`src/rtl/mkr_pkg.sv`:
```
package mkr_pkg;
  localparam int unsigned WORD_W     = 32;
  localparam int unsigned MESH_LINKS = 6;
  localparam int unsigned DIR_W      = 3;
  localparam int unsigned PAYLOAD_FLAG_BIT = 0;

  typedef struct packed {
    logic [WORD_W-1:0] ctrl;
    logic [WORD_W-1:0] key;
    logic [WORD_W-1:0] payload;
  } mkr_pkt_t;

  // One-hot vector for the link opposite to the arrival direction.
  function automatic logic [MESH_LINKS-1:0] opposite_link(input logic [DIR_W-1:0] dir);
    logic [MESH_LINKS-1:0] v;
    v = '0;
    for (int d = 0; d < MESH_LINKS; d++) begin
      if (dir == DIR_W'(d)) v[(d + MESH_LINKS/2) % MESH_LINKS] = 1'b1;
    end
    return v;
  endfunction
endpackage

```
`src/rtl/mkr_key_table.sv`:
```
module mkr_key_table #(
  parameter int unsigned ENTRIES = 32,
  parameter int unsigned DEST_W  = 22,
  localparam int unsigned IDX_W  = $clog2(ENTRIES)
) (
  input  logic                      clk,
  input  logic                      rst_ni,
  input  logic                      wr_en,
  input  logic [IDX_W-1:0]          wr_idx,
  input  logic                      wr_valid,
  input  logic [mkr_pkg::WORD_W-1:0] wr_key,
  input  logic [mkr_pkg::WORD_W-1:0] wr_mask,
  input  logic [DEST_W-1:0]         wr_dest,
  input  logic [mkr_pkg::WORD_W-1:0] lk_key,
  output logic                      lk_hit,
  output logic [DEST_W-1:0]         lk_dest
);
  import mkr_pkg::*;

  logic [ENTRIES-1:0] ent_valid_q, ent_valid_d;
  logic [WORD_W-1:0]  ent_key_q  [ENTRIES];
  logic [WORD_W-1:0]  ent_mask_q [ENTRIES];
  logic [DEST_W-1:0]  ent_dest_q [ENTRIES];
  logic [ENTRIES-1:0] match;
  logic [ENTRIES-1:0] first;

  always_comb begin
    ent_valid_d = ent_valid_q;
    if (wr_en) ent_valid_d[wr_idx] = wr_valid;
  end

  always_ff @(posedge clk or negedge rst_ni) begin
    if (!rst_ni) ent_valid_q <= '0;
    else         ent_valid_q <= ent_valid_d;
  end

  // Entry contents carry no reset: they are qualified by the valid bits.
  always_ff @(posedge clk) begin
    if (wr_en) begin
      ent_key_q[wr_idx]  <= wr_key;
      ent_mask_q[wr_idx] <= wr_mask;
      ent_dest_q[wr_idx] <= wr_dest;
    end
  end

  for (genvar e = 0; e < ENTRIES; e++) begin : g_cmp
    assign match[e] = ent_valid_q[e] &&
                      ((lk_key & ent_mask_q[e]) == (ent_key_q[e] & ent_mask_q[e]));
  end

  // Isolate the lowest set bit: lowest index has priority.
  assign first  = match & (~match + ENTRIES'(1));
  assign lk_hit = |match;

  always_comb begin
    lk_dest = '0;
    for (int e = 0; e < ENTRIES; e++) begin
      if (first[e]) lk_dest = lk_dest | ent_dest_q[e];
    end
  end

  // a write lands in the addressed valid bit on the next cycle.
  assert_write_lands_R1: assert property (@(posedge clk) disable iff (!rst_ni)
    wr_en |=> (ent_valid_q[$past(wr_idx)] == $past(wr_valid)));

  // at most one entry is selected.
  assert_single_winner_R3: assert property (@(posedge clk) disable iff (!rst_ni)
    $onehot0(first) && (lk_hit == (first != '0)));
endmodule

```
`src/rtl/mkr_route_select.sv`:
```
module mkr_route_select #(
  parameter int unsigned DEST_W = 22
) (
  input  logic                         hit,
  input  logic [DEST_W-1:0]            hit_dest,
  input  logic                         from_link,
  input  logic [mkr_pkg::DIR_W-1:0]    link_dir,
  output logic [DEST_W-1:0]            route_vec
);
  import mkr_pkg::*;

  always_comb begin
    route_vec = '0;
    if (hit) begin
      route_vec = hit_dest;
    end else if (from_link) begin
      route_vec[MESH_LINKS-1:0] = opposite_link(link_dir);
    end
  end
endmodule

```
`src/rtl/mkr_fanout.sv`:
```
module mkr_fanout #(
  parameter int unsigned DEST_W         = 22,
  parameter int unsigned TIMEOUT_CYCLES = 8,
  localparam int unsigned TMR_W         = $clog2(TIMEOUT_CYCLES + 1)
) (
  input  logic                      clk,
  input  logic                      rst_ni,
  input  logic                      acc,
  input  logic [DEST_W-1:0]         acc_vec,
  input  mkr_pkg::mkr_pkt_t         acc_pkt,
  output logic                      busy,
  output logic [DEST_W-1:0]         out_valid,
  input  logic [DEST_W-1:0]         out_ready,
  output mkr_pkg::mkr_pkt_t         out_pkt,
  output logic                      err_valid,
  output logic                      err_unrouted,
  output logic [mkr_pkg::WORD_W-1:0] err_key,
  output logic [DEST_W-1:0]         err_mask
);
  import mkr_pkg::*;

  logic              busy_q, busy_d;
  logic [DEST_W-1:0] pend_q, pend_d;
  logic [TMR_W-1:0]  tmr_q, tmr_d;
  mkr_pkt_t          pkt_q, pkt_d;
  logic              pkt_en;
  logic              errv_q, errv_d;
  logic              errun_q, errun_d;
  logic [WORD_W-1:0] errkey_q, errkey_d;
  logic [DEST_W-1:0] errmask_q, errmask_d;
  logic [DEST_W-1:0] left;
  logic              expire;

  assign left   = pend_q & ~out_ready;
  assign expire = busy_q && (left != '0) && (tmr_q == TMR_W'(TIMEOUT_CYCLES - 1));

  always_comb begin
    busy_d    = busy_q;
    pend_d    = pend_q;
    tmr_d     = tmr_q;
    pkt_en    = 1'b0;
    pkt_d     = acc_pkt;
    errv_d    = 1'b0;
    errun_d   = errun_q;
    errkey_d  = errkey_q;
    errmask_d = errmask_q;
    if (!acc_pkt.ctrl[PAYLOAD_FLAG_BIT]) pkt_d.payload = '0;
    if (busy_q) begin
      tmr_d  = tmr_q + TMR_W'(1);
      pend_d = expire ? '0 : left;
      busy_d = (left != '0) && !expire;
      if (expire) begin
        errv_d    = 1'b1;
        errun_d   = 1'b0;
        errkey_d  = pkt_q.key;
        errmask_d = left;
      end
    end else if (acc) begin
      pkt_en = 1'b1;
      tmr_d  = '0;
      pend_d = acc_vec;
      busy_d = (acc_vec != '0);
      if (acc_vec == '0) begin
        errv_d    = 1'b1;
        errun_d   = 1'b1;
        errkey_d  = acc_pkt.key;
        errmask_d = '0;
      end
    end
  end

  always_ff @(posedge clk or negedge rst_ni) begin
    if (!rst_ni) begin
      busy_q <= 1'b0;
      pend_q <= '0;
      tmr_q  <= '0;
      errv_q <= 1'b0;
    end else begin
      busy_q <= busy_d;
      pend_q <= pend_d;
      tmr_q  <= tmr_d;
      errv_q <= errv_d;
    end
  end

  always_ff @(posedge clk) begin
    if (pkt_en) pkt_q <= pkt_d;
    if (errv_d) begin
      errun_q   <= errun_d;
      errkey_q  <= errkey_d;
      errmask_q <= errmask_d;
    end
  end

  assign busy         = busy_q;
  assign out_valid    = pend_q;
  assign out_pkt      = pkt_q;
  assign err_valid    = errv_q;
  assign err_unrouted = errun_q;
  assign err_key      = errkey_q;
  assign err_mask     = errmask_q;

  // while one packet is pending, no output valid bit may rise again.
  assert_valid_only_falls_R8: assert property (@(posedge clk) disable iff (!rst_ni)
    (busy_q && $past(busy_q)) |-> ((out_valid & ~$past(out_valid)) == '0));

  // packet words stay put while the packet is pending.
  assert_words_stable_R4: assert property (@(posedge clk) disable iff (!rst_ni)
    (busy_q && $past(busy_q)) |-> ($stable(out_pkt.key) && $stable(out_pkt.ctrl)));

  // a timeout report names only outputs that were being offered.
  assert_drop_mask_subset_R9: assert property (@(posedge clk) disable iff (!rst_ni)
    (err_valid && !err_unrouted) |-> ((err_mask != '0) && ((err_mask & ~$past(out_valid)) == '0)));

  // the wait counter never passes the limit.
  assert_timer_bound_R9: assert property (@(posedge clk) disable iff (!rst_ni)
    busy_q |-> (tmr_q < TMR_W'(TIMEOUT_CYCLES)));
endmodule

```
`src/rtl/mcast_key_router.sv`:
```
module mcast_key_router #(
  parameter int unsigned NUM_CORES      = 16,
  parameter int unsigned ENTRIES        = 32,
  parameter int unsigned TIMEOUT_CYCLES = 8,
  localparam int unsigned DEST_W        = mkr_pkg::MESH_LINKS + NUM_CORES,
  localparam int unsigned IDX_W         = $clog2(ENTRIES)
) (
  input  logic                      clk,
  input  logic                      rst_n,
  input  logic                      cfg_we,
  input  logic [IDX_W-1:0]          cfg_idx,
  input  logic                      cfg_valid,
  input  logic [31:0]               cfg_key,
  input  logic [31:0]               cfg_mask,
  input  logic [DEST_W-1:0]         cfg_dest,
  input  logic                      in_valid,
  output logic                      in_ready,
  input  logic                      in_from_link,
  input  logic [2:0]                in_link_dir,
  input  logic [31:0]               in_ctrl,
  input  logic [31:0]               in_key,
  input  logic [31:0]               in_payload,
  output logic [DEST_W-1:0]         out_valid,
  input  logic [DEST_W-1:0]         out_ready,
  output logic [31:0]               out_ctrl,
  output logic [31:0]               out_key,
  output logic [31:0]               out_payload,
  output logic                      err_valid,
  output logic                      err_unrouted,
  output logic [31:0]               err_key,
  output logic [DEST_W-1:0]         err_mask
);
  import mkr_pkg::*;

  logic [1:0]        rst_sync_q;
  logic              rst_int_n;
  logic              tbl_hit;
  logic [DEST_W-1:0] tbl_dest;
  logic [DEST_W-1:0] route_vec;
  logic              busy;
  logic              accept;
  mkr_pkt_t          in_pkt;
  mkr_pkt_t          pend_pkt;

  // Asynchronous assertion, synchronous release.
  always_ff @(posedge clk or negedge rst_n) begin
    if (!rst_n) rst_sync_q <= 2'b00;
    else        rst_sync_q <= {rst_sync_q[0], 1'b1};
  end
  assign rst_int_n = rst_sync_q[1];

  assign in_pkt = '{ctrl: in_ctrl, key: in_key, payload: in_payload};
  assign in_ready = !busy;
  assign accept   = in_valid && in_ready;

  mkr_key_table #(.ENTRIES(ENTRIES), .DEST_W(DEST_W)) u_table (
    .clk      (clk),
    .rst_ni   (rst_int_n),
    .wr_en    (cfg_we),
    .wr_idx   (cfg_idx),
    .wr_valid (cfg_valid),
    .wr_key   (cfg_key),
    .wr_mask  (cfg_mask),
    .wr_dest  (cfg_dest),
    .lk_key   (in_key),
    .lk_hit   (tbl_hit),
    .lk_dest  (tbl_dest)
  );

  mkr_route_select #(.DEST_W(DEST_W)) u_select (
    .hit       (tbl_hit),
    .hit_dest  (tbl_dest),
    .from_link (in_from_link),
    .link_dir  (in_link_dir),
    .route_vec (route_vec)
  );

  mkr_fanout #(.DEST_W(DEST_W), .TIMEOUT_CYCLES(TIMEOUT_CYCLES)) u_fanout (
    .clk          (clk),
    .rst_ni       (rst_int_n),
    .acc          (accept),
    .acc_vec      (route_vec),
    .acc_pkt      (in_pkt),
    .busy         (busy),
    .out_valid    (out_valid),
    .out_ready    (out_ready),
    .out_pkt      (pend_pkt),
    .err_valid    (err_valid),
    .err_unrouted (err_unrouted),
    .err_key      (err_key),
    .err_mask     (err_mask)
  );

  assign out_ctrl    = pend_pkt.ctrl;
  assign out_key     = pend_pkt.key;
  assign out_payload = pend_pkt.payload;

  // no new packet is taken while any output is still offered.
  assert_ready_low_busy_R8: assert property (@(posedge clk) disable iff (!rst_int_n)
    (out_valid != '0) |-> !in_ready);

  // a link packet with no match leaves on exactly one link.
  assert_straight_across_R5: assert property (@(posedge clk) disable iff (!rst_int_n)
    (accept && !tbl_hit && in_from_link && (in_link_dir < 3'd6)) |=>
      ($onehot(out_valid) && (out_valid[DEST_W-1:MESH_LINKS] == '0)));

  // an accepted packet with nothing to go to is reported, not sent.
  assert_unrouted_flag_R6: assert property (@(posedge clk) disable iff (!rst_int_n)
    (accept && (route_vec == '0)) |=> (err_valid && err_unrouted && (out_valid == '0)));
endmodule

```
`config.mk`:
```
export PLATFORM = sky130hd
export DESIGN_NAME = mcast_key_router
export DESIGN_NICKNAME = d
export VERILOG_FILES = /design/src/rtl/mkr_pkg.sv /design/src/rtl/mkr_key_table.sv /design/src/rtl/mkr_route_select.sv /design/src/rtl/mkr_fanout.sv /design/src/rtl/mcast_key_router.sv
export SDC_FILE = /design/constraint.sdc
export NUM_CORES = 2
export LEC_CHECK = 0
export ABC_AREA = 1
export BUFFER_PORTS_ARGS = -buffer_cell sky130_fd_sc_hd__buf_2
export CAP_MARGIN = 5
export CORE_MARGIN = 1.5
export CORE_UTILIZATION = 45
export DETAILED_ROUTE_END_ITERATION = 10
export REMOVE_ABC_BUFFERS = 1
export SLEW_MARGIN = 5
export SYNTH_ARGS = -nofsm -noshare
export SYNTH_HDL_FRONTEND = slang
export SYNTH_SLANG_ARGS = --single-unit
export TNS_END_PERCENT = 100
```
`constraint.sdc`:
```
create_clock -name clk -period 2 [get_ports clk]
set_input_delay 0.2 -clock clk [delete_from_list [all_inputs] [get_ports clk]]
set_output_delay 0.2 -clock clk [all_outputs]
set_load 0.01 [all_outputs]
```
==> results.py <==
metrics = {
    "die": {
        "die_h_um": 534,
        "io_pins": 393,
        "start_util": 0.454,
        "num_rows": 194,
        "die_x_um": 534,
        "coreArea_um2": 280000,
        "die_area_um2": 285000,
    },
    "drt": {
        "wl_met1_mm": 231,
        "highest-signal-layer": "met5",
        "dr_wl_met3_mm": 94.3,
        "drt_first_pass_iters": 6,
        "post_drt_via_cell_ratio": 5.61,
        "drtIter0Drc": 17300,
        "routed_wl_mm": 560,
        "met2_length_mm": 217,
        "dr_total_vias": 104000,
        "wl_per_cell_um": 30.3,
        "postRouteAntennaNets": 0,
        "drc": 0,
    },
    "synth": {
        "synthArstFlopShare": 0.0209,
        "netlist_area_um2": 127000,
        "synth_cell_types": 51,
        "ys_seq_area_frac": 0.699,
        "synth_edf_count": 2903,
        "synth_seq_cells": 2965,
        "syn_inst": 11600,
        "synth-main-ff-cell": "edfxtp_1",
        "syn_avg_cell_area_um2": 10.9,
        "yosys_warnings": 0,
    },
    "sta": {
        "finalCritPeriodShare": 2.38,
        "worst_slew_pin_slew_ns": 0.952,
        "fin_setup_tns_ns": -194.98,
        "layout_setup_ws_ns": -2.77,
        "setup_viol": 80,
        "rsz0062_at_grt": "yes",
        "min_period_ns": 4.77,
        "hold_viol_final": 0,
        "relSlewSlack": 0.365,
        "fmax_mhz": 210,
        "clock_skew_ns": 0.0354,
        "drv_slew": 0,
    },
    "global_routing": {
        "grt_max_degree": 56,
        "antenna_found_initial": 42,
        "grt_pass1_vias": 94700,
        "grt.total_usage": 0.386,
        "grt_pass1_wl_mm": 753,
        "gr-total-overflow": 0,
    },
    "placed_design": {
        "dp_hpwl_mm": 410,
        "post-place-ws_ns": -4.61,
        "dpl_cell_area_um2": 152000,
        "io_buffers": 392,
        "place.gp.congestion": 1.07,
    },
    "setup_path": {
        "end_kind": "register",
        "arrival_ns": 5.40,
        "reg2reg_slack_ns": -2.77,
        "critPathKind": "register to register",
        "worstSetupStartpointType": "register",
        "cp_max_fo": 8,
        "required_ns": 2.63,
    },
    "clock_network": {
        "htree_levels": 5,
        "path_clk_slew_ns": 0.06,
        "cts_tree": "yes",
        "worstSkewPairLatency_ns": 0.94,
        "clockBufferDepth": 4,
        "cts_root_buffer": "clkbuf_16",
        "cts_sinks": 2965,
        "cts_buffers": 325,
    },
    "cells_and_area": {
        "design_area_um2": 168000,
        "drive_above_1_share": 0.249,
        "final_nets": 14700,
        "layout_common_cells": "nand2_1, edfxtp_1, buf_4, nand3_1, nor2_1",
        "final_common_cell": "nand2_1",
        "fillCellCount": 22500,
        "area_growth_syn_to_layout_pct": 32.4,
        "multi_input_area_um2": 34100,
        "layout.area.seq_um2": 88700,
    },
    "job": {
        "max_cap_viol_count": 0,
    },
    "run_status": {
        "violations": "setup timing",
        "status": "complete, but fails checks",
    },
    "power": {
        "ir_drop_uv": 848,
        "power_per_cell_area_nw_per_um2": 870,
        "power.leakage_nw": 70.4,
    },
    "min_path": {
        "hold_path_class": "input port to register",
    },
}
==> metrics by stage <==
stage / instances / power [mW] / hold WS, ns / utilization
after floorplan: 11300 / 76.3 / -0.0956 / -
after global placement: 17500 / 85.3 / -0.0134 / 0.543
after detailed placement: 17500 / 85.4 / -0.0123 / 0.543
after CTS: 18500 / 146 / -0.148 / 0.597
after global routing: 18500 / 150 / 0.0316 / 0.601
final: 18500 / 146 / 0.0736 / 0.601
==> report_power, final <==
group          internal [mW]  switching, mW
combinational           5.16           9.30
clock                   34.7           26.0
sequential              70.2          0.839
total                    110           36.1
==> worst paths after layout <==
| path | start | to | cells past startpoint |
|---|---|---|---|
| min in group asynchronous | rst_n | rst_sync_q[1] | 3 |
| max | u_table.ent_key_q[28][9] | u_fanout.err_key[0] | 25 |
| min | in_key[17] | u_fanout.out_pkt[49] | 3 |
| min reg2reg | rst_sync_q[1] | u_table.ent_valid_q[5] | 0 |
| max reg2reg | u_table.ent_key_q[28][9] | u_fanout.err_key[0] | 25 |
| max in group asynchronous | rst_sync_q[1] | u_table.ent_valid_q[31] | 1 |
==> cell families after synthesis <==
family                     after synthesis  share of synthesized area
xor gates and xnor gates                 8                   0.000552
DFF                                   2965                      0.699
buffers and inverters                 1271                     0.0468
adders and majority gates                1                  0.0000986
other                                    1                  0.0000295
AOI/OAI and AO/OA                      181                    0.00792
and+or+nand+nor                       7203                      0.246
==> sequential cells by signal, summed over array words and instances, names as in the netlist <==
register and cells:
u_table.ent_dest_q 704, u_fanout.err_mask 22, u_fanout.err_key 32, u_fanout.err_valid 1, u_table.ent_valid_q 32, u_fanout.out_pkt 96
u_fanout.busy 1, u_table.ent_mask_q 1024, u_fanout.tmr_q 4, u_fanout.err_unrouted 1, rst_sync_q 2, u_table.ent_key_q 1024
u_fanout.out_valid 22
==> critical path, stage by stage (launching register included) <==
cell and delay, ns:
edfxtp_1 0.38, or2_1 0.22, nand3_1 0.29, nand2_1 0.16, nor2_1 0.12, nand2_1 0.07, nor2_2 0.35, nand3_1 0.16
nand2_1 0.19, nor2_1 0.17, and2_2 0.31, nand2_1 0.15, nor2_4 0.07, nor2_1 0.22, nand2_1 0.08, nor2_1 0.13
nand2_1 0.14, nor2_4 0.19, nor2_4 0.10, nor2_1 0.10, nand2_1 0.09, nor2_4 0.13, nand3_4 0.10, nand2_4 0.09
buf_12 0.18, buf_16 0.19
==> routing by layer <==
| metal | global-route usage | vias up |
|---|---|---|
| met3 | 0.166 | 690 |
| li1 | - | 45300 |
| met1 | 0.571 | 50700 |
| met4 | 0.102 | 6 |
| met2 | 0.510 | 7134 |
| met5 | 0.0117 | - |
==> Yosys cell counts, types with 9 or more instances <==
| library cell | instances | area share |
|---|---|---|
| o22ai_1 | 9 | 0.00044 |
| nand3_1 | 1382 | 0.054 |
| clkbuf_1 | 55 | 0.0016 |
| nand2_1 | 3669 | 0.11 |
| nand2_2 | 15 | 0.00074 |
| nand3b_1 | 21 | 0.0012 |
| nor2_1 | 1249 | 0.037 |
| inv_1 | 902 | 0.027 |
| buf_4 | 57 | 0.0034 |
| or2_2 | 183 | 0.0090 |
| nor3_1 | 44 | 0.0017 |
| dfrtp_1 | 62 | 0.012 |
| or2_1 | 118 | 0.0058 |
| buf_6 | 111 | 0.0098 |
| buf_2 | 93 | 0.0037 |
| and2_1 | 28 | 0.0014 |
| nor2_2 | 24 | 0.0012 |
| or2_0 | 31 | 0.0015 |
| nand3_2 | 29 | 0.0023 |
| edfxtp_1 | 2903 | 0.69 |
| a22oi_1 | 22 | 0.0013 |
| nand4_1 | 385 | 0.019 |
| inv_2 | 33 | 0.00098 |
| a21oi_1 | 66 | 0.0026 |
| clkinv_1 | 15 | 0.00044 |
| o21ai_0 | 57 | 0.0022 |
| o21ai_1 | 14 | 0.00055 |
==> layout make-up <==
cell class	count	area share
Inverter	953	0.0214
Tap cell	3724	0.0277
Multi-Input combinational cell	7396	0.203
Clock buffer	408	0.0515
Clock inverter	189	0.0116
Antenna cell	16	0.000238
Sequential cell	2965	0.528
Timing Repair Buffer	2843	0.157
==> what timing repair did <==
action,in CTS,in global routing
pin swaps,80,85
cloned,7,6
setup endpoints to repair,81,80
gates resized for setup,296,195
hold buffers,274,1
setup buffers,36,28
endpoints found under the hold margin,2923,1
Power figures use the tool's default switching activity.
